[src/rtl/idx_ea_pkg.sv]
package idx_ea_pkg;

    localparam int ADDR_W = 16;
    localparam int BYTE_W = 8;
    localparam int CYC_W  = 4;

    typedef enum logic [3:0] {
        M_INC1  = 4'b0000,
        M_INC2  = 4'b0001,
        M_DEC1  = 4'b0010,
        M_DEC2  = 4'b0011,
        M_ZERO  = 4'b0100,
        M_ACCB  = 4'b0101,
        M_ACCA  = 4'b0110,
        M_RSV7  = 4'b0111,
        M_OFF8  = 4'b1000,
        M_OFF16 = 4'b1001,
        M_RSVA  = 4'b1010,
        M_ACCD  = 4'b1011,
        M_PC8   = 4'b1100,
        M_PC16  = 4'b1101,
        M_RSVE  = 4'b1110,
        M_EXT   = 4'b1111
    } idx_mode_e;

    typedef struct packed {
        logic              is_short;
        logic [4:0]        off5;
        idx_mode_e         mode;
        logic              indirect;
        logic [1:0]        base_sel;
        logic              illegal;
        logic [CYC_W-1:0]  cycles;
    } idx_dec_t;

    function automatic logic [ADDR_W-1:0] sext5(input logic [4:0] v);
        return {{(ADDR_W-5){v[4]}}, v};
    endfunction

    function automatic logic [ADDR_W-1:0] sext8(input logic [BYTE_W-1:0] v);
        return {{(ADDR_W-BYTE_W){v[BYTE_W-1]}}, v};
    endfunction

    function automatic logic [CYC_W-1:0] mode_cost(input logic is_short,
                                                   input idx_mode_e m,
                                                   input logic ind);
        logic [CYC_W-1:0] c;
        if (is_short) begin
            c = CYC_W'(1);
        end else begin
            unique case (m)
                M_INC1, M_DEC1:           c = CYC_W'(2);
                M_INC2, M_DEC2, M_OFF16:  c = CYC_W'(3);
                M_ACCD, M_PC16:           c = CYC_W'(4);
                M_ZERO:                   c = CYC_W'(0);
                default:                  c = CYC_W'(1);
            endcase
            if (ind) c = c + CYC_W'(1);
        end
        return c;
    endfunction

endpackage

[src/rtl/idx_ea_decode.sv]
module idx_ea_decode
    import idx_ea_pkg::*;
(
    input  logic [BYTE_W-1:0] postbyte,
    output idx_dec_t          dec
);
    logic bad_code;

    always_comb begin
        dec.is_short = ~postbyte[7];
        dec.off5     = postbyte[4:0];
        dec.mode     = idx_mode_e'(postbyte[3:0]);
        dec.indirect = postbyte[7] & postbyte[4];
        dec.base_sel = postbyte[6:5];

        bad_code = (dec.mode == M_RSV7) || (dec.mode == M_RSVA) ||
                   (dec.mode == M_RSVE) ||
                   (dec.indirect && (dec.mode == M_INC1 || dec.mode == M_DEC1)) ||
                   (!dec.indirect && dec.mode == M_EXT);
        dec.illegal = postbyte[7] & bad_code;
        dec.cycles  = dec.illegal ? '0
                                  : mode_cost(dec.is_short, dec.mode, dec.indirect);
    end
endmodule

[src/rtl/idx_ea_adder.sv]
module idx_ea_adder
    import idx_ea_pkg::*;
(
    input  logic              is_short,
    input  logic [4:0]        off5,
    input  idx_mode_e         mode,
    input  logic [1:0]        base_sel,
    input  logic [ADDR_W-1:0] reg_x,
    input  logic [ADDR_W-1:0] reg_y,
    input  logic [ADDR_W-1:0] reg_u,
    input  logic [ADDR_W-1:0] reg_s,
    input  logic [BYTE_W-1:0] acc_a,
    input  logic [BYTE_W-1:0] acc_b,
    input  logic [BYTE_W-1:0] ofs_hi,
    input  logic [BYTE_W-1:0] ofs_lo,
    input  logic [ADDR_W-1:0] pc_next,
    output logic [ADDR_W-1:0] base,
    output logic [ADDR_W-1:0] addr,
    output logic              wb_req,
    output logic [ADDR_W-1:0] wb_val
);
    logic [ADDR_W-1:0] word_ofs;

    always_comb begin
        unique case (base_sel)
            2'b00:   base = reg_x;
            2'b01:   base = reg_y;
            2'b10:   base = reg_u;
            default: base = reg_s;
        endcase
    end

    assign word_ofs = {ofs_hi, ofs_lo};

    always_comb begin
        addr   = base;
        wb_req = 1'b0;
        wb_val = base;
        if (is_short) begin
            addr = base + sext5(off5);
        end else begin
            unique case (mode)
                M_INC1:  begin wb_req = 1'b1; wb_val = base + ADDR_W'(1); end
                M_INC2:  begin wb_req = 1'b1; wb_val = base + ADDR_W'(2); end
                M_DEC1:  begin addr = base - ADDR_W'(1); wb_req = 1'b1; wb_val = addr; end
                M_DEC2:  begin addr = base - ADDR_W'(2); wb_req = 1'b1; wb_val = addr; end
                M_ACCB:  addr = base + sext8(acc_b);
                M_ACCA:  addr = base + sext8(acc_a);
                M_OFF8:  addr = base + sext8(ofs_lo);
                M_OFF16: addr = base + word_ofs;
                M_ACCD:  addr = base + {acc_a, acc_b};
                M_PC8:   addr = pc_next + ADDR_W'(1) + sext8(ofs_lo);
                M_PC16:  addr = pc_next + ADDR_W'(2) + word_ofs;
                M_EXT:   addr = word_ofs;
                default: addr = base;
            endcase
        end
    end
endmodule

[src/rtl/idx_ea_indirect.sv]
module idx_ea_indirect
    import idx_ea_pkg::*;
(
    input  logic              clk,
    input  logic              rst,
    input  logic              go,
    input  logic [ADDR_W-1:0] ptr,
    output logic              mem_rd,
    output logic [ADDR_W-1:0] mem_addr,
    input  logic [BYTE_W-1:0] mem_rdata,
    output logic              busy,
    output logic              word_ok,
    output logic [ADDR_W-1:0] word
);
    typedef enum logic [1:0] {S_IDLE, S_HI, S_LO, S_TAIL} ind_state_e;

    ind_state_e        state;
    logic [ADDR_W-1:0] ptr_q;
    logic [BYTE_W-1:0] hi_q;

    always_ff @(posedge clk) begin
        if (rst) begin
            state <= S_IDLE;
            ptr_q <= '0;
            hi_q  <= '0;
        end else begin
            unique case (state)
                S_IDLE: if (go) begin
                    ptr_q <= ptr;
                    state <= S_HI;
                end
                S_HI:   state <= S_LO;
                S_LO:   begin
                    hi_q  <= mem_rdata;
                    state <= S_TAIL;
                end
                default: state <= S_IDLE;
            endcase
        end
    end

    assign mem_rd   = (state == S_HI) || (state == S_LO);
    assign mem_addr = (state == S_LO) ? ptr_q + ADDR_W'(1) : ptr_q;
    assign busy     = (state != S_IDLE);
    assign word_ok  = (state == S_TAIL);
    assign word     = {hi_q, mem_rdata};
endmodule

[src/rtl/idx_ea_unit.sv]
module idx_ea_unit
    import idx_ea_pkg::*;
(
    input  logic        clk,
    input  logic        rst,
    input  logic        start,
    input  logic [7:0]  postbyte,
    input  logic [7:0]  ofs_hi,
    input  logic [7:0]  ofs_lo,
    input  logic [15:0] reg_x,
    input  logic [15:0] reg_y,
    input  logic [15:0] reg_u,
    input  logic [15:0] reg_s,
    input  logic [7:0]  acc_a,
    input  logic [7:0]  acc_b,
    input  logic [15:0] pc_next,
    output logic        mem_rd,
    output logic [15:0] mem_addr,
    input  logic [7:0]  mem_rdata,
    output logic        busy,
    output logic        done,
    output logic [15:0] ea,
    output logic        illegal,
    output logic [3:0]  extra_cycles,
    output logic        wb_en,
    output logic [1:0]  wb_sel,
    output logic [15:0] wb_value
);
    idx_dec_t          dec;
    logic [ADDR_W-1:0] base, addr, wb_val_c, word;
    logic              wb_req, word_ok, accept, go_ind;

    idx_ea_decode u_dec (.postbyte(postbyte), .dec(dec));

    idx_ea_adder u_add (
        .is_short(dec.is_short), .off5(dec.off5), .mode(dec.mode),
        .base_sel(dec.base_sel),
        .reg_x(reg_x), .reg_y(reg_y), .reg_u(reg_u), .reg_s(reg_s),
        .acc_a(acc_a), .acc_b(acc_b), .ofs_hi(ofs_hi), .ofs_lo(ofs_lo),
        .pc_next(pc_next), .base(base), .addr(addr),
        .wb_req(wb_req), .wb_val(wb_val_c)
    );

    assign accept = start && !busy;
    assign go_ind = accept && dec.indirect && !dec.illegal;

    idx_ea_indirect u_ind (
        .clk(clk), .rst(rst), .go(go_ind), .ptr(addr),
        .mem_rd(mem_rd), .mem_addr(mem_addr), .mem_rdata(mem_rdata),
        .busy(busy), .word_ok(word_ok), .word(word)
    );

    logic              done_q, illegal_q, wb_q, wb_pend_q;
    logic [ADDR_W-1:0] ea_q, wbv_q;
    logic [CYC_W-1:0]  cyc_q;
    logic [1:0]        wbsel_q;

    always_ff @(posedge clk) begin
        if (rst) begin
            done_q    <= 1'b0;
            illegal_q <= 1'b0;
            wb_q      <= 1'b0;
            wb_pend_q <= 1'b0;
            ea_q      <= '0;
            wbv_q     <= '0;
            cyc_q     <= '0;
            wbsel_q   <= '0;
        end else begin
            done_q <= 1'b0;
            wb_q   <= 1'b0;
            if (accept) begin
                cyc_q     <= dec.cycles;
                wbsel_q   <= dec.base_sel;
                wbv_q     <= wb_val_c;
                illegal_q <= dec.illegal;
                if (go_ind) begin
                    wb_pend_q <= wb_req;
                end else begin
                    done_q <= 1'b1;
                    ea_q   <= dec.illegal ? base : addr;
                    wb_q   <= wb_req && !dec.illegal;
                end
            end
            if (word_ok) begin
                done_q    <= 1'b1;
                ea_q      <= word;
                wb_q      <= wb_pend_q;
                wb_pend_q <= 1'b0;
            end
        end
    end

    assign done         = done_q;
    assign ea           = ea_q;
    assign illegal      = illegal_q;
    assign extra_cycles = cyc_q;
    assign wb_en        = wb_q;
    assign wb_sel       = wbsel_q;
    assign wb_value     = wbv_q;
endmodule

[config.mk]
export PLATFORM = sky130hd
export DESIGN_NAME = idx_ea_unit
export DESIGN_NICKNAME = d
export VERILOG_FILES = /design/src/rtl/idx_ea_pkg.sv /design/src/rtl/idx_ea_decode.sv /design/src/rtl/idx_ea_adder.sv /design/src/rtl/idx_ea_indirect.sv /design/src/rtl/idx_ea_unit.sv
export SDC_FILE = /design/constraint.sdc
export NUM_CORES = 1
export LEC_CHECK = 0
export CELL_PAD_IN_SITES_DETAIL_PLACEMENT = 1
export CELL_PAD_IN_SITES_GLOBAL_PLACEMENT = 2
export CORE_MARGIN = 10
export CORE_UTILIZATION = 30
export CTS_CLUSTER_SIZE = 28
export DETAILED_ROUTE_END_ITERATION = 8
export GPL_ROUTABILITY_DRIVEN = 0
export GPL_TIMING_DRIVEN = 1
export PLACE_DENSITY = 0.95
export SYNTH_ARGS = -nofsm -noshare
export SYNTH_HDL_FRONTEND = slang
export SYNTH_SLANG_ARGS = --single-unit
[constraint.sdc]
create_clock -name clk -period 4.3 [get_ports clk]
set_input_delay 0.43 -clock clk [delete_from_list [all_inputs] [get_ports clk]]
set_output_delay 0.43 -clock clk [all_outputs]
set_load 0.05 [all_outputs]
* After elaboration in Yosys (flattened, before gate mapping)
Memories as Yosys holds them, arrays and structs flattened.
Index checks and enable logic that the tools add are counted.
** Storage, ports and cells
- Register bits after elaboration :: 68
- Latch bits :: 0
- Bits in writable memories :: 0
- Memory bits (read-only) :: 48
- Input port bits :: 131
- Output and inout bits :: 59
- Word-level logic and storage cells :: 100
- Memories :: 1
** Cells by class
- $add $sub $neg :: 16
- $mul :: 0
- Div/mod/pow operators :: 0
- Magnitude comparators :: 0
- Equality and inequality tests :: 21
- Shifts and indexed selects :: 0
- Multiplexer cells :: 24
- Bitwise logic cells :: 2
- Reductions and logical operators :: 25
** Memories
- (no name shown) :: words 16, width 3, rd ports 1, clocked after Yosys merged registers in 0, write ports 0, line idx_ea_pkg.sv:51 : unique case (m)
** Operators with widths (number)
- $pmux 16 s10 :: 1
- $add 16x16->16 :: 8
- $mux 16 :: 7
- $pmux 16 s4 :: 1
- $add 16x1->16 const B :: 3
- $pmux 16 s3 :: 1
- $add 16x2->16 const B :: 2
- $eq 4x4->1 const B :: 8
- $mux 4 :: 4
- $sub 16x1->16 const B :: 1
- $sub 16x2->16 const B :: 1
- $eq 4x3->1 const B :: 3
- $eq 4x2->1 const B :: 2
- $mux 1 :: 8
- $eq 2x2->1 const B :: 3
- $logic_and 1x1->1 :: 6
- $logic_or 1x1->1 :: 6
- $pmux 2 s3 :: 1
- $reduce_and 2->1 :: 3
- $add 4x1->4 const B :: 1
- $eq 2x1->1 const B :: 2
- $eq 4x1->1 const B :: 1
- $logic_not 2->1 :: 2
- $logic_not 4->1 :: 1
- other kinds (8) :: 12

* Depth between registers and ports, before layout
- Depth in word-level cells :: 11
- Mapped depth :: 18
- Mapped depth without buffers :: 16

* Modules after synthesis
Synthesis repeated with hierarchy kept, for this count alone.
** Second synthesis, totals
- Cell total of the unflattened synthesis :: 1246
- Area total of the unflattened synthesis :: 9395.3 um^2
** Modules (own cells, without submodules)
- idx_ea_adder :: instances 1, cells an instance 822, area each 5864.4 um^2, sequential area each 0.0 um^2
- idx_ea_unit :: instances 1, cells an instance 204, area each 1793.0 um^2, sequential area each 840.8 um^2
- idx_ea_indirect :: instances 1, cells an instance 165, area each 1345.0 um^2, sequential area each 520.5 um^2
- idx_ea_decode :: instances 1, cells an instance 55, area each 392.9 um^2, sequential area each 0.0 um^2

* Worst setup path after synthesis
OpenSTA, ideal clock, no wires.
- Path type :: in2reg
- Start :: input port postbyte[2]
- End :: register ea_q[9] (netlist: ea[9])
- Arrival time :: 3703 ps
- Required time :: 4186 ps
- Slack :: 483 ps
- Stages :: 14
- Path through :: clkbuf_1 > nor4bb_1 > clkbuf_1 > nor2_1 > a221o_1 > ha_1 > a21o_1 > or2_2 > a311oi_2 > o21bai_1 > xor2_1 > a211oi_1 > o221ai_1 > a21o_1
** Between the ends
- Longest elaborated chain between the ends :: 10
- Elaborated cells on any way between the ends :: 33
- Those cells by class :: add/sub (1); eq/ne (14); mux (6); bitwise (1); reduce/logical (11)
** RTL lines
- from (decl) :: line idx_ea_unit.sv:7 : input logic [7:0] postbyte,
- branches (longest 10 deep; another with $add 16x16->16)
- to (signal assigned) :: line idx_ea_unit.sv:80 : ea_q <= dec.illegal ? base : addr;
- to (signal assigned) :: line idx_ea_unit.sv:86 : ea_q <= word;
- to (decl) :: line idx_ea_unit.sv:54 : logic [ADDR_W-1:0] ea_q, wbv_q;
Several ways; the timed one is not identified. The select of a mux whose other input is x is not followed.
A chain may end at the register's enable or synchronous reset.

* Final worst setup path
- Start :: input port postbyte[0]
- End :: register ea_q[11] (netlist: ea[11])
The elaborated chain is that of the path after synthesis.

==> run summary <==
initial antenna violation count - 1
post-synth cell types - 79
Syn Inst Count - 1,163
postcts setup bufs - 0
most frequent cell after synthesis - nand2_1
per-cell routed wire length - 22.62 um
syn_nets - 1,379
layout cell share with drive strength beyond 1 - 0.1146
post-synth top area cell - dfxtp_1
fraction of registers with async set/reset - 0
drc violations - 0
top cells by area, synth - dfxtp_1 (16%), ha_1 (11%), a21oi_1 (5.7%), nand2_1 (5.4%), xnor2_1 (4.6%)
clk buf depth - 2
Clock Latency Late Sink - 0.35 ns
skew final - 0.005883 ns
CP Data Arrival Time - 4.28 ns
CP Launch Type - primary input
Slew headroom - 0.1908
Pwr Density - 280.9 nW/um^2
maximum VDD drop - 0.1606 mV
post_cts resized - 0
Placement Rows - 62
Die X - 190.9 um
Yosys top cell area share - 0.1553
Tightest Pin Transition - 1.214 ns
CTS Sinks - 68
vias in the first global route - 11,000
Final Max Tran Viols - 0
# setup viols final - 0
Tmin final - 4.051 ns
vertical die dimension - 190.9 um
Syn Area/Cell - 7.535 um^2
IO Pins - 190
first-pass iteration count of the detailed router - 5
starting DRC count in detailed routing - 817
Tot GR Track Use - 0.2145
first-pass GRT wire length - 62,220 um
Routed Antenna Nets - 0
HP Class - register to register
register area share after synthesis - 0.1553
slowest CP cell - clkdlybuf4s50_1
H-tree levels - 3
Nets - 1,607
Crit Path Category - primary input to register
Reg2Reg Depth - 8
via count - 10,410
Final Power - 3.364 mW
Worst path max stage delay - 0.62 ns
Root Driver - clkbuf_16
Vias per Instance - 5.844
maxcap violations - 0
Area Overhead vs Synth - 36.68%
RSZ-0062 raised after global routing - no
outcome - complete, no violations
Synth Cell Area - 8763 um^2
CP max FO - 9
CTS tree - yes
WHS Path Cells - 2
final non-filler cell area - 11,980 um^2
grt ovf - 0
Post-Route WL - 40,290 um
Die Area - 36,450 um^2
hpwl dp - 33,100 um
worst-path cell chain - clkdlybuf4s50_1 > buf_4 > clkinv_1 > buf_4 > nor3_1 > buf_4 > a22oi_1 > a21oi_1 > ha_1 > a21o_1 > a21oi_1 > nor2b_1 > o311ai_0 > o311ai_0 > a221oi_1 > a21oi_1 > buf_4 > nor3_1 > o31ai_1
Top cell by count, worst path - buf_4
placed inst area - 11,610 um^2
Core Box Area - 28,780 um^2
Tcrit/Tclk final - 0.9420
synth cell count leaders - nand2_1 (126), a21oi_1 (100), nor2_1 (94)
clock-pin slew on the worst setup and hold paths - 0.06 ns
Static Leak - 4.625 nW
Fin. Hold Viols - 0
Synth Flop Type - dfxtp_1
Setup crit end kind - register
Req. time, crit path - 4.53 ns
Post-CTS Hold Buffers - 0
Post-synth EDFFs - 0
flops & latches, synth - 68
largest net degree at the start of global routing - 39
fmax - 0.2469 GHz
Yosys warning count - 0
starting density of the core - 0.3045
I/O Buffers - 189
CTS Buf Count - 9
[cells in the final DEF (no fill, tap or decap), drive strengths merged, types with 13 or more instances in the layout]
cell type,instances
o21ai,57
o21a,13
dfxtp,68
nor2b,16
nor3,35
clkdlybuf4s50,187
xor2,30
a31oi,16
ha,76
nor2,94
buf,103
a21o,18
nand2,126
o22ai,14
nand2b,19
o211ai,21
a211oi,17
mux4,16
xnor2,46
inv,33
mux2i,19
a22oi,19
nand3,30
a21oi,100
a221oi,21
[critical path, delay by kind of cell]
kind                     cells  cell delay (ns)
AO/OA/AOI/OAI                9             1.61
adder cells (fa/ha/maj)      1             0.30
buffers and inverters        6             1.46
AND/OR/NAND/NOR              3             0.46
[stage by stage]
stage	TNS, ns	setup WS [ns]	std cells	hold WS (ns)	util
2_1_floorplan	0	0.4826	1163	0.4449	-
5_1_grt	0	0.02943	1780	0.4861	0.4161
3_3_place_gp	0	0.01910	1764	0.4440	0.4034
4_1_cts	0	0.1996	1780	0.4606	0.4155
3_5_place_dp	-0.4389	-0.1287	1764	0.4523	0.4034
6_report	0	0.2495	1781	0.4587	0.4162
[worst paths after layout]
kind | start | to | slack [ns]
setup / recovery | postbyte[0] | ea[11] | 0.25
hold / removal | wb_sel[0] | wb_sel[0] | 0.46
setup reg to reg | u_ind.state[0] | ea[8] | 1.60
hold reg to reg | wb_sel[0] | wb_sel[0] | 0.46
[where the power goes]
part	internal (mW)	total, mW	switching [mW]
sequential	0.676	0.714	0.0382
clock	0.570	0.880	0.310
combinational	0.732	1.77	1.04
[cell families (layout without fill, tap and decap cells)]
family,Yosys count,in the layout,synth area share
other,0,1,0
AOI/OAI and AO/OA,381,381,0.2941
buffers and inverters,107,340,0.04840
and+or+nand+nor,406,406,0.2270
muxes,40,40,0.06925
DFF,68,68,0.1553
xor gates and xnor gates,76,76,0.07681
adders and majority gates,85,85,0.1291
[final cells by class]
cell class	count	area (um^2)
clock buffers	9	225.2
fillers	3518	16800
well taps	384	480.5
flip-flops and latches	68	1361
multi-input cells	988	6993
inverters	33	123.9
clock inverters	7	123.9
diodes	1	2.502
repair buffers	291	2668
[sequential cells by signal (all words and copies together), names as in the netlist]
register and count:
wb_value 16, ea 16, extra_cycles 4, illegal 1, wb_sel 2, u_ind.ptr_q 16
u_ind.hi_q 8, wb_en 1, u_ind.state 2, done 1, wb_pend_q 1
[layer usage]
layer  routed length (um)  track usage
met4                 1830       0.1012
met2                18710       0.3537
met1                16680       0.2590
met5                   18            0
met3                 3053      0.04883
(Power assumes the default switching activity.)
